File: src/rtl/nrid_pkg.sv
// nrid_pkg: shared encodings for the identification sequencer.
// Assumes an 8-bit multiplexed NAND bus.
package nrid_pkg;

    typedef enum logic [2:0] {
        ST_IDLE = 3'd0,
        ST_CMD  = 3'd1,
        ST_ADDR = 3'd2,
        ST_GAP  = 3'd3,
        ST_READ = 3'd4,
        ST_EXIT = 3'd5
    } nrid_state_t;

    localparam logic [7:0] OP_READ_ID = 8'h90;
    localparam logic [7:0] ADDR_ID    = 8'h00;
    localparam logic [7:0] OP_DUMMY   = 8'h00;

endpackage

File: src/rtl/nrid_ctrl.sv
// nrid_ctrl: sequencing state machine with one shared phase counter.
// Walks command, address, gap, read pulses and optional exit command.
// Each strobe phase is split into a low half (lo=1) and a high half.
// Assumes NUM_BYTES >= 2 and all cycle parameters >= 1.
module nrid_ctrl
    import nrid_pkg::*;
#(
    parameter int NUM_BYTES = 5,
    parameter int DLY_W     = 3,
    parameter int WE_LO     = 2,
    parameter int WE_HI     = 2,
    parameter int RE_HI     = 2,
    parameter int GAP       = 4,
    parameter int IW        = $clog2(NUM_BYTES)
) (
    input  logic             clk,
    input  logic             rst_n,
    input  logic             start,
    input  logic [DLY_W-1:0] samp_dly,
    input  logic             exit_en,
    output nrid_state_t      st,
    output logic             lo,
    output logic             cap_en,
    output logic [IW-1:0]    cap_idx,
    output logic             accept,
    output logic             busy,
    output logic             done
);

    localparam int M1   = (WE_LO > WE_HI) ? WE_LO : WE_HI;
    localparam int M2   = (RE_HI > GAP) ? RE_HI : GAP;
    localparam int M3   = (M1 > M2) ? M1 : M2;
    localparam int TMAX = (M3 > (1 << DLY_W)) ? M3 : (1 << DLY_W);
    localparam int CW   = $clog2(TMAX + 1);

    localparam logic [CW-1:0] LD_WLO = CW'(WE_LO - 1);
    localparam logic [CW-1:0] LD_WHI = CW'(WE_HI - 1);
    localparam logic [CW-1:0] LD_RHI = CW'(RE_HI - 1);
    localparam logic [CW-1:0] LD_GAP = CW'(GAP - 1);
    localparam logic [IW-1:0] LAST   = IW'(NUM_BYTES - 1);

    logic [CW-1:0]    cnt;
    logic [DLY_W-1:0] dly_q;
    logic             ex_q;
    logic             expired;

    // Phase counter has run out in the current half-phase.
    assign expired = (cnt == '0);

    // Start is taken only from idle; busy flags any other state.
    assign accept  = (st == ST_IDLE) && start;
    assign busy    = (st != ST_IDLE);

    // Capture at the edge that closes the last low cycle of a read pulse.
    assign cap_en  = (st == ST_READ) && lo && expired;

    // Main sequencer: state, half-phase, counter, byte index, done flag.
    always_ff @(posedge clk) begin
        if (!rst_n) begin
            st      <= ST_IDLE;
            lo      <= 1'b0;
            cnt     <= '0;
            cap_idx <= '0;
            done    <= 1'b0;
            dly_q   <= '0;
            ex_q    <= 1'b0;
        end else begin
            case (st)
                ST_IDLE: begin
                    if (start) begin
                        st      <= ST_CMD;
                        lo      <= 1'b1;
                        cnt     <= LD_WLO;
                        done    <= 1'b0;
                        dly_q   <= samp_dly;
                        ex_q    <= exit_en;
                        cap_idx <= '0;
                    end
                end
                ST_CMD, ST_ADDR, ST_EXIT: begin
                    if (!expired) begin
                        cnt <= cnt - CW'(1);
                    end else if (lo) begin
                        lo  <= 1'b0;
                        cnt <= LD_WHI;
                    end else if (st == ST_CMD) begin
                        st  <= ST_ADDR;
                        lo  <= 1'b1;
                        cnt <= LD_WLO;
                    end else if (st == ST_ADDR) begin
                        st  <= ST_GAP;
                        cnt <= LD_GAP;
                    end else begin
                        st   <= ST_IDLE;
                        done <= 1'b1;
                    end
                end
                ST_GAP: begin
                    if (!expired) begin
                        cnt <= cnt - CW'(1);
                    end else begin
                        st      <= ST_READ;
                        lo      <= 1'b1;
                        cnt     <= CW'(dly_q);
                        cap_idx <= '0;
                    end
                end
                ST_READ: begin
                    if (!expired) begin
                        cnt <= cnt - CW'(1);
                    end else if (lo) begin
                        lo  <= 1'b0;
                        cnt <= LD_RHI;
                    end else if (cap_idx == LAST) begin
                        if (ex_q) begin
                            st  <= ST_EXIT;
                            lo  <= 1'b1;
                            cnt <= LD_WLO;
                        end else begin
                            st   <= ST_IDLE;
                            done <= 1'b1;
                        end
                    end else begin
                        cap_idx <= cap_idx + IW'(1);
                        lo      <= 1'b1;
                        cnt     <= CW'(dly_q);
                    end
                end
                default: begin
                    st <= ST_IDLE;
                    lo <= 1'b0;
                end
            endcase
        end
    end

endmodule

File: src/rtl/nrid_pins.sv
// nrid_pins: decodes the sequencer state into bus pin levels.
// Assumes st and lo come straight from registers, so the pins
// change only once per clock and do not glitch between states.
module nrid_pins
    import nrid_pkg::*;
(
    input  nrid_state_t st,
    input  logic        lo,
    output logic        ce_n,
    output logic        cle,
    output logic        ale,
    output logic        we_n,
    output logic        re_n,
    output logic [7:0]  dq_o,
    output logic        dq_oe
);

    logic wr_cyc;

    // Pin levels for each state and half-phase.
    always_comb begin
        wr_cyc = (st == ST_CMD) || (st == ST_ADDR) || (st == ST_EXIT);
        ce_n   = (st == ST_IDLE);
        cle    = (st == ST_CMD) || (st == ST_EXIT);
        ale    = (st == ST_ADDR);
        dq_oe  = wr_cyc;
        we_n   = !(wr_cyc && lo);
        re_n   = !((st == ST_READ) && lo);
        case (st)
            ST_CMD:  dq_o = OP_READ_ID;
            ST_ADDR: dq_o = ADDR_ID;
            ST_EXIT: dq_o = OP_DUMMY;
            default: dq_o = 8'h00;
        endcase
    end

endmodule

File: src/rtl/nrid_bank.sv
// nrid_bank: per-lane capture registers and signature compare.
// The expected signature is latched when a run is accepted, and the
// captured lanes are cleared at that point. Result flags are gated by done.
module nrid_bank #(
    parameter int NUM_BYTES = 5,
    parameter int IW        = $clog2(NUM_BYTES),
    parameter int BW        = NUM_BYTES * 8
) (
    input  logic          clk,
    input  logic          rst_n,
    input  logic          accept,
    input  logic [BW-1:0] exp_id,
    input  logic          cap_en,
    input  logic [IW-1:0] cap_idx,
    input  logic [7:0]    dq_i,
    input  logic          done,
    output logic [BW-1:0] id_bytes,
    output logic          match,
    output logic          mismatch
);

    logic [BW-1:0]        exp_q;
    logic [NUM_BYTES-1:0] lane_eq;
    logic                 all_eq;

    // Hold the expected signature for the whole run.
    always_ff @(posedge clk) begin
        if (!rst_n) begin
            exp_q <= '0;
        end else if (accept) begin
            exp_q <= exp_id;
        end
    end

    for (genvar k = 0; k < NUM_BYTES; k++) begin : g_lane
        // Lane k: clear on accept, load when its read pulse is sampled.
        always_ff @(posedge clk) begin
            if (!rst_n) begin
                id_bytes[8*k +: 8] <= 8'h00;
            end else if (accept) begin
                id_bytes[8*k +: 8] <= 8'h00;
            end else if (cap_en && (cap_idx == IW'(k))) begin
                id_bytes[8*k +: 8] <= dq_i;
            end
        end
        assign lane_eq[k] = (id_bytes[8*k +: 8] == exp_q[8*k +: 8]);
    end

    // Reduce the per-lane compares and gate the result with done.
    always_comb begin
        all_eq   = &lane_eq;
        match    = done && all_eq;
        mismatch = done && !all_eq;
    end

endmodule

File: src/rtl/nand_id_reader.sv
// nand_id_reader: top level of the identification sequencer.
// Assumes every input is synchronous to clk and that the device
// drives valid data within samp_dly cycles of a read-strobe fall.
module nand_id_reader
    import nrid_pkg::*;
#(
    parameter int NUM_BYTES = 5,
    parameter int DLY_W     = 3,
    parameter int WE_LO     = 2,
    parameter int WE_HI     = 2,
    parameter int RE_HI     = 2,
    parameter int GAP       = 4
) (
    input  logic                   clk,
    input  logic                   rst_n,
    input  logic                   start,
    input  logic [NUM_BYTES*8-1:0] exp_id,
    input  logic [DLY_W-1:0]       samp_dly,
    input  logic                   exit_en,
    output logic                   nd_ce_n,
    output logic                   nd_cle,
    output logic                   nd_ale,
    output logic                   nd_we_n,
    output logic                   nd_re_n,
    output logic [7:0]             nd_dq_o,
    output logic                   nd_dq_oe,
    input  logic [7:0]             nd_dq_i,
    output logic                   busy,
    output logic                   done,
    output logic [NUM_BYTES*8-1:0] id_bytes,
    output logic                   match,
    output logic                   mismatch
);

    localparam int IW = $clog2(NUM_BYTES);

    nrid_state_t   st;
    logic          lo;
    logic          cap_en;
    logic [IW-1:0] cap_idx;
    logic          accept;

    nrid_ctrl #(
        .NUM_BYTES (NUM_BYTES),
        .DLY_W     (DLY_W),
        .WE_LO     (WE_LO),
        .WE_HI     (WE_HI),
        .RE_HI     (RE_HI),
        .GAP       (GAP),
        .IW        (IW)
    ) u_ctrl (
        .clk      (clk),
        .rst_n    (rst_n),
        .start    (start),
        .samp_dly (samp_dly),
        .exit_en  (exit_en),
        .st       (st),
        .lo       (lo),
        .cap_en   (cap_en),
        .cap_idx  (cap_idx),
        .accept   (accept),
        .busy     (busy),
        .done     (done)
    );

    nrid_pins u_pins (
        .st    (st),
        .lo    (lo),
        .ce_n  (nd_ce_n),
        .cle   (nd_cle),
        .ale   (nd_ale),
        .we_n  (nd_we_n),
        .re_n  (nd_re_n),
        .dq_o  (nd_dq_o),
        .dq_oe (nd_dq_oe)
    );

    nrid_bank #(
        .NUM_BYTES (NUM_BYTES),
        .IW        (IW)
    ) u_bank (
        .clk      (clk),
        .rst_n    (rst_n),
        .accept   (accept),
        .exp_id   (exp_id),
        .cap_en   (cap_en),
        .cap_idx  (cap_idx),
        .dq_i     (nd_dq_i),
        .done     (done),
        .id_bytes (id_bytes),
        .match    (match),
        .mismatch (mismatch)
    );

endmodule

File: config.mk
export PLATFORM = sky130hd
export DESIGN_NAME = nand_id_reader
export DESIGN_NICKNAME = d
export VERILOG_FILES = /design/src/rtl/nrid_pkg.sv /design/src/rtl/nrid_ctrl.sv /design/src/rtl/nrid_pins.sv /design/src/rtl/nrid_bank.sv /design/src/rtl/nand_id_reader.sv
export SDC_FILE = /design/constraint.sdc
export NUM_CORES = 1
export LEC_CHECK = 0
export ABC_AREA = 1
export BUFFER_PORTS_ARGS = -buffer_cell sky130_fd_sc_hd__buf_2
export CORE_MARGIN = 2
export CORE_UTILIZATION = 56
export CTS_BUF_LIST = sky130_fd_sc_hd__clkbuf_4
export DETAILED_ROUTE_END_ITERATION = 10
export PLACE_DENSITY = 0.83
export SLEW_MARGIN = 25
export SYNTH_ARGS = -nofsm -noshare
export SYNTH_HDL_FRONTEND = slang
export SYNTH_SLANG_ARGS = --single-unit
export TNS_END_PERCENT = 5
File: constraint.sdc
create_clock -name clk -period 2.02 [get_ports clk]
set_input_delay 0.404 -clock clk [delete_from_list [all_inputs] [get_ports clk]]
set_output_delay 0.404 -clock clk [all_outputs]
set_load 0.05 [all_outputs]
# == Word level (Yosys, flattened, before mapping) ==
# Cells that the tools add are included.
# word_totals
register_bits,96
latch_bits,0
mem_bits_rw,0
romBits,0
input_bits,55
out_inout_bits,58
wordCells,125
n_memories,0
# op_classes
n_addsub,2
mul,0
div_mod_pow,0
n_lt_le_gt_ge,0
n_eq_ne,27
shift,0
mux,49
n_bitwise,1
reduce_logical,33
# op_table
operator,count
$mux W3,14
$eq A8 B8 Y1,5
$mux W4,10
$mux W1,18
$pmux W4 S4,1
$ne A2 B2 Y1 const B,7
$eq A3 B2 Y1 const B,4
$pmux W3 S4,1
$logic_and A1 B1 Y1,11
$reduce_and A10 Y1,1
$eq A3 B3 Y1 const B,3
$pmux W3 S3,1
$reduce_bool A3 Y1,3
$mux W8,1
$ne A2 B1 Y1 const B,4
$reduce_and A4 Y1,2
$reduce_and A7 Y1,1
$eq A3 B1 Y1 const B,2
$logic_not A3 Y1,2
$reduce_and A6 Y1,1
$ne A5 B4 Y1 const B,1
$ne A5 B5 Y1 const B,1
$reduce_and A5 Y1,1
$logic_not A4 Y1,1
12 further kinds,16

# == Logic depth before layout (Yosys ltp) ==
# depth
depth_word,6
depth_mapped,12

# == Modules after synthesis ==
# Synthesis repeated with hierarchy kept, for this count alone.
# hier_totals
hier_cells,693
hier_area_um2,4650.7
# modules_own_cells
mod,n_inst,cells_per_inst,area_per_inst_um2,seq_area_each_um2
nrid_bank,1,489,3439.5,1601.5
nrid_ctrl,1,182,1093.5,320.3
nrid_pins,1,22,117.6,0.0

# == Worst setup path after synthesis ==
# No wires, ideal clock.
# synth_timing
path_type,reg2out
startpoint,reg u_bank.id_bytes[6]
endpoint,out match
arrival_time_ns,2.237
t_required_ns,1.616
setup_slack_ns,-0.621
path_stages_with_launch,9
path_buffers,0
path_cell_list,dfxtp_1 > inv_1 > nand2_1 > o21ai_0 > nor2_1 > nand2_1 > nor2_1 > nand3_1 > nor3_1
# synth_via
elab_chain_cells,3
# synth_rtl
item,line_no,text
from (decl),nrid_bank.sv:17,"output logic [BW-1:0] id_bytes,"
"from (signal, indexed assignment)",nrid_bank.sv:43,id_bytes[8*k +: 8] <= dq_i;
$eq A8 B8 Y1,nrid_bank.sv:46,assign lane_eq[k] = (id_bytes[8*k +: 8] == exp_q[8*k +: 8]);
$reduce_and A5 Y1,nrid_bank.sv:51,all_eq = &lane_eq;
$logic_and A1 B1 Y1,nrid_bank.sv:52,match = done && all_eq;
to (decl),nand_id_reader.sv:31,"output logic match,"
# No other way between the ends.

# == Worst setup path after layout ==
# layout_timing
startpoint,reg u_bank.id_bytes[16]
endpoint,out mismatch
# layout_via
elab_chain_cells,4
# layout_rtl
item,line_no,text
$eq A8 B8 Y1,nrid_bank.sv:46,
$reduce_and A5 Y1,nrid_bank.sv:51,
$logic_not A1 Y1,nrid_bank.sv:53,mismatch = done && !all_eq;
$logic_and A1 B1 Y1,nrid_bank.sv:53,
to (decl),nand_id_reader.sv:32,output logic mismatch
# No other way between the ends.

==> results <==
- In the routed design, unresolved DRC markers number 0.
- The routed length per instance is 14.0 um.
- The total routing resource utilization after global routing is 27.0%.
- Entering global routing, the biggest net connects 78 pins.
- Walking the worst path, the cells encountered are inv_1, nand2_1, nand2_1, nor2_1, nand2_1, nor2_2, nand3_4, nor2_2, nor2_2, buf_6.
- After detailed routing, the wire length on met1 is 5.21 mm.
- The wire length of the first global-routing pass is 19.3 mm.
- The synthesized design contains 0 enable-type register cells.
- Cells with a size suffix above 1 make up 27.9% of the layout.
- In the detailed route, the total length drawn on met3 is 955 um.
- The pre-antenna-repair detailed-routing pass consisted of 5 iterations.
- The CTS tree is built.
- The clock latency on the worst-skew pair is 0.45 ns.
- The leakage power of the design is 2.64 nW.
- The number of antenna violations at the first check in global routing came to 0.
- Ranked by total cell area, the synthesized netlist is headed by sky130_fd_sc_hd__dfxtp_1 (41%), sky130_fd_sc_hd__nand2_1 (12%), sky130_fd_sc_hd__a21oi_1 (8.8%).
- The CTS clock-pin slew for the worst setup and hold paths is 0.15 ns.
- The vias after detailed routing is 4755.
- Headroom to the max-slew limit came out at 66.2%.
- The number of distinct library cells after synthesis is 29.
- The most common flop cell mapped by yosys is sky130_fd_sc_hd__dfxtp_1.
- The count of synthesis-stage warnings from yosys is 0.
- The tree is rooted in a sky130_fd_sc_hd__clkbuf_4.
- The post-synth design cell area is 4730 um2.
- Grouping stages by cell kind, the critical path spends the most delay in simple AND/OR/NAND/NOR gates.
- 113 I/O pins were placed.
- After detailed routing, the total wire length is 12.4 mm.
- At the end of the flow, the number of nets in the layout was 837.
- The number of vias per cell is 5.37.
- The core box area is 8220 um2.
- The number of hold violations in the final report is 0.
- Sequential elements use 40.7% of the synthesized area.
- For this run, the slowest stage of the critical path takes 0.38 ns.
- For this run, the share of the core covered by cells in the final layout is 67.3%.
- The transition time at the pin with the least slew margin is 0.507 ns.
- Summed over its instances, the top area cell type makes up 40.7% of the synthesized netlist area.
- The number of routed nets with antenna violations is 0.
- The residual overflow from global routing is 0.
- The final critical delay including setup and external delays is 2.20 ns.
- The completed layout was analyzed and its total power is 6.56 mW.
- The commonest cells after synthesis are sky130_fd_sc_hd__nand2_1 (145), sky130_fd_sc_hd__dfxtp_1 (96), sky130_fd_sc_hd__inv_1 (88), sky130_fd_sc_hd__a21oi_1 (83), sky130_fd_sc_hd__o21ai_0 (78).
- The clock drives 96 sinks.
- The worst min-delay path class is in2reg.
- The violation count after the first detailed-routing iteration is 260.
- The synthesis-to-layout area growth is 17.0%.
- The floorplan has 33 rows.
- Setup violations remaining at the end of the flow were counted as 2.
- The estimated wirelength of the detail-placed design is 8.92 mm.
- The worst endpoint data arrival time is 1.80 ns.
- Fill cells in the final layout number 718.
- The proportion of synthesized flip-flops having asynchronous set or reset is 0%.
- The worst setup margin is -0.182 ns.
- Max-cap violations in this run came to 0.
- The worst hold slack across all endpoints is 0.204 ns.
- The critical path in this run is classified as reg2out.
- The final-layout setup total negative slack is -0.355 ns.
- The die covers 9190 um2.
- The average size of a mapped cell is 7.00 um2.
- The number of buffer cells added on primary ports is 106.
- The number of global-route vias before repair is 4250.
- The standard cell with the maximum stage delay on the critical path is sky130_fd_sc_hd__dfxtp_2.
- Derived from the worst setup path, the maximum achievable clock frequency is 454 MHz.
- The clock buffer count from CTS is 9.
- Among all cell types in the netlist, the one instantiated most often is sky130_fd_sc_hd__nand2_1.
- The worst IR drop on VDD is 0.900 mV.
- Routability-driven placement finished with a final weighted congestion of 0.919.
- The final instance count without filler cells is 885.
- The flow ran to the end, but the final reports show violations.
- The overall die height is 95.9 um.
- The power density over the cells is 1190 nW/um2.
- Counting along the longest clock path gives a buffer depth of 2.
- The top fanout value on the critical path is 3.
- From left edge to right edge, the die measures 95.9 um.
- After detailed routing, the met2 layer carries 5.92 mm of wire.
- After technology mapping, the gate count stands at 675.
- The required time at the endpoint of the critical path is 1.62 ns.
- Across the routed clock network, the largest skew measured is 0.0225 ns.
- STA classifies the critical path startpoint as a register.
- The H-tree was split into 3 levels.
- The initial cell density of the core is 57.5%.
- Including well taps, the total number of placed cells is 866.
- The number of buffers and inverters on the critical path is 2.
- Summing all multi-input logic gate instances after layout gives 2320 um2.
- The worst path uses 109% of the clock period.
- The uppermost layer routed is met4.
- After synthesis the netlist holds a flip-flop and latch count of 96.
- Registers take 1970 um2.
- The final reports fail on negative setup slack.
- The number of slew-limit violations in the final report is 0.
- Summed over all instances, the cell type with the most area after synthesis is sky130_fd_sc_hd__dfxtp_1.
- The kind of capture point of the worst setup path is a primary output.
- Setup repair after global routing could not meet its margin everywhere.
- The total inserted antenna cells is 0.
==> placed cells by master (no fill, tap or decap), drive strengths merged <==
master | synthesis | final
clkbuf | 7 | 10
o21ai | 87 | 87
inv | 94 | 95
nor2 | 65 | 65
dfxtp | 96 | 96
a21oi | 86 | 86
nand4 | 1 | 1
a31oi | 1 | 1
xor2 | 10 | 10
clkinvlp | 0 | 2
xnor2 | 1 | 1
nand3 | 33 | 33
conb | 1 | 6
buf | 23 | 114
ha | 7 | 7
nand3b | 3 | 3
clkinv | 0 | 3
nor3 | 3 | 3
nand2 | 157 | 157
==> power breakdown <==
part	leakage [nW]	internal [mW]	total, mW	switching, mW
clock	0.0619	0.272	0.954	0.682
sequential	0.801	2.23	2.48	0.252
combinational	1.78	0.994	3.12	2.12
total	2.64	3.50	6.56	3.06
==> kinds of logic after synthesis <==
| family | share of synthesized area (%) |
|---|---|
| AND/OR/NAND/NOR | 24.7 |
| AO/OA/AOI/OAI | 19.0 |
| buffers and inverters | 11.6 |
| flip-flops | 40.7 |
| XOR/XNOR | 2.04 |
| adder cells (fa/ha/maj) | 1.85 |
| other | 0.0794 |
==> metrics by stage <==
stage,cell area [um2],setup slack (ns)
after CTS,5500,-0.166
final,5530,-0.182
after detailed placement,5290,0.132
after global placement,5290,0.191
after floorplan,4760,-0.128
after global routing,5530,-0.288
==> final cells by class <==
| class | instances | area share (%) |
|---|---|---|
| well taps | 105 | 2.38 |
| clock buffers | 10 | 1.36 |
| multi-input cells | 460 | 41.9 |
| clock inverters | 6 | 0.792 |
| repair buffers | 114 | 11.4 |
| flip-flops and latches | 96 | 35.7 |
| inverters | 94 | 6.43 |
==> timing repair <==
action                                 4_1_cts  5_1_grt
hold buffers                                 0        0
resized for setup                           49       15
endpoints found under the hold margin        0        0
pin swaps                                   11        3
setup endpoints to repair                    7        9
setup buffers                                2        1
==> tightest hold or removal path, cell delays in order <==
cell and delay [ns]:
sky130_fd_sc_hd__buf_2 0.09, sky130_fd_sc_hd__nand3_1 0.07, sky130_fd_sc_hd__a21oi_1 0.06
==> worst paths after layout <==
| path | cells after the start | end | start | slack, ns |
|---|---|---|---|---|
| setup reg to reg | 10 | u_ctrl.cap_idx[0] | u_ctrl.cap_idx[1] | 0.22 |
| hold reg to reg | 2 | u_bank.exp_q[6] | u_bank.exp_q[6] | 0.48 |
| hold / removal | 3 | u_bank.exp_q[37] | exp_id[37] | 0.20 |
| setup / recovery | 10 | mismatch | u_bank.id_bytes[16] | -0.18 |
==> routing by layer <==
metal,vias to the layer above,global-route usage (%)
met5,-,0
met1,2188,33.6
met4,0,12.7
met2,203,46.0
li1,2341,-
met3,23,3.68
==> flip-flops by register name, summed over array words and instances, names as in the netlist <==
| signal | flops |
|---|---|
| u_ctrl.dly_q | 3 |
| u_ctrl.cnt | 4 |
| u_bank.id_bytes | 40 |
| u_ctrl.ex_q | 1 |
| u_ctrl.st | 3 |
| u_ctrl.lo | 1 |
| u_ctrl.cap_idx | 3 |
| u_ctrl.done | 1 |
| u_bank.exp_q | 40 |
Note: power is estimated with default switching activity, not from simulation.
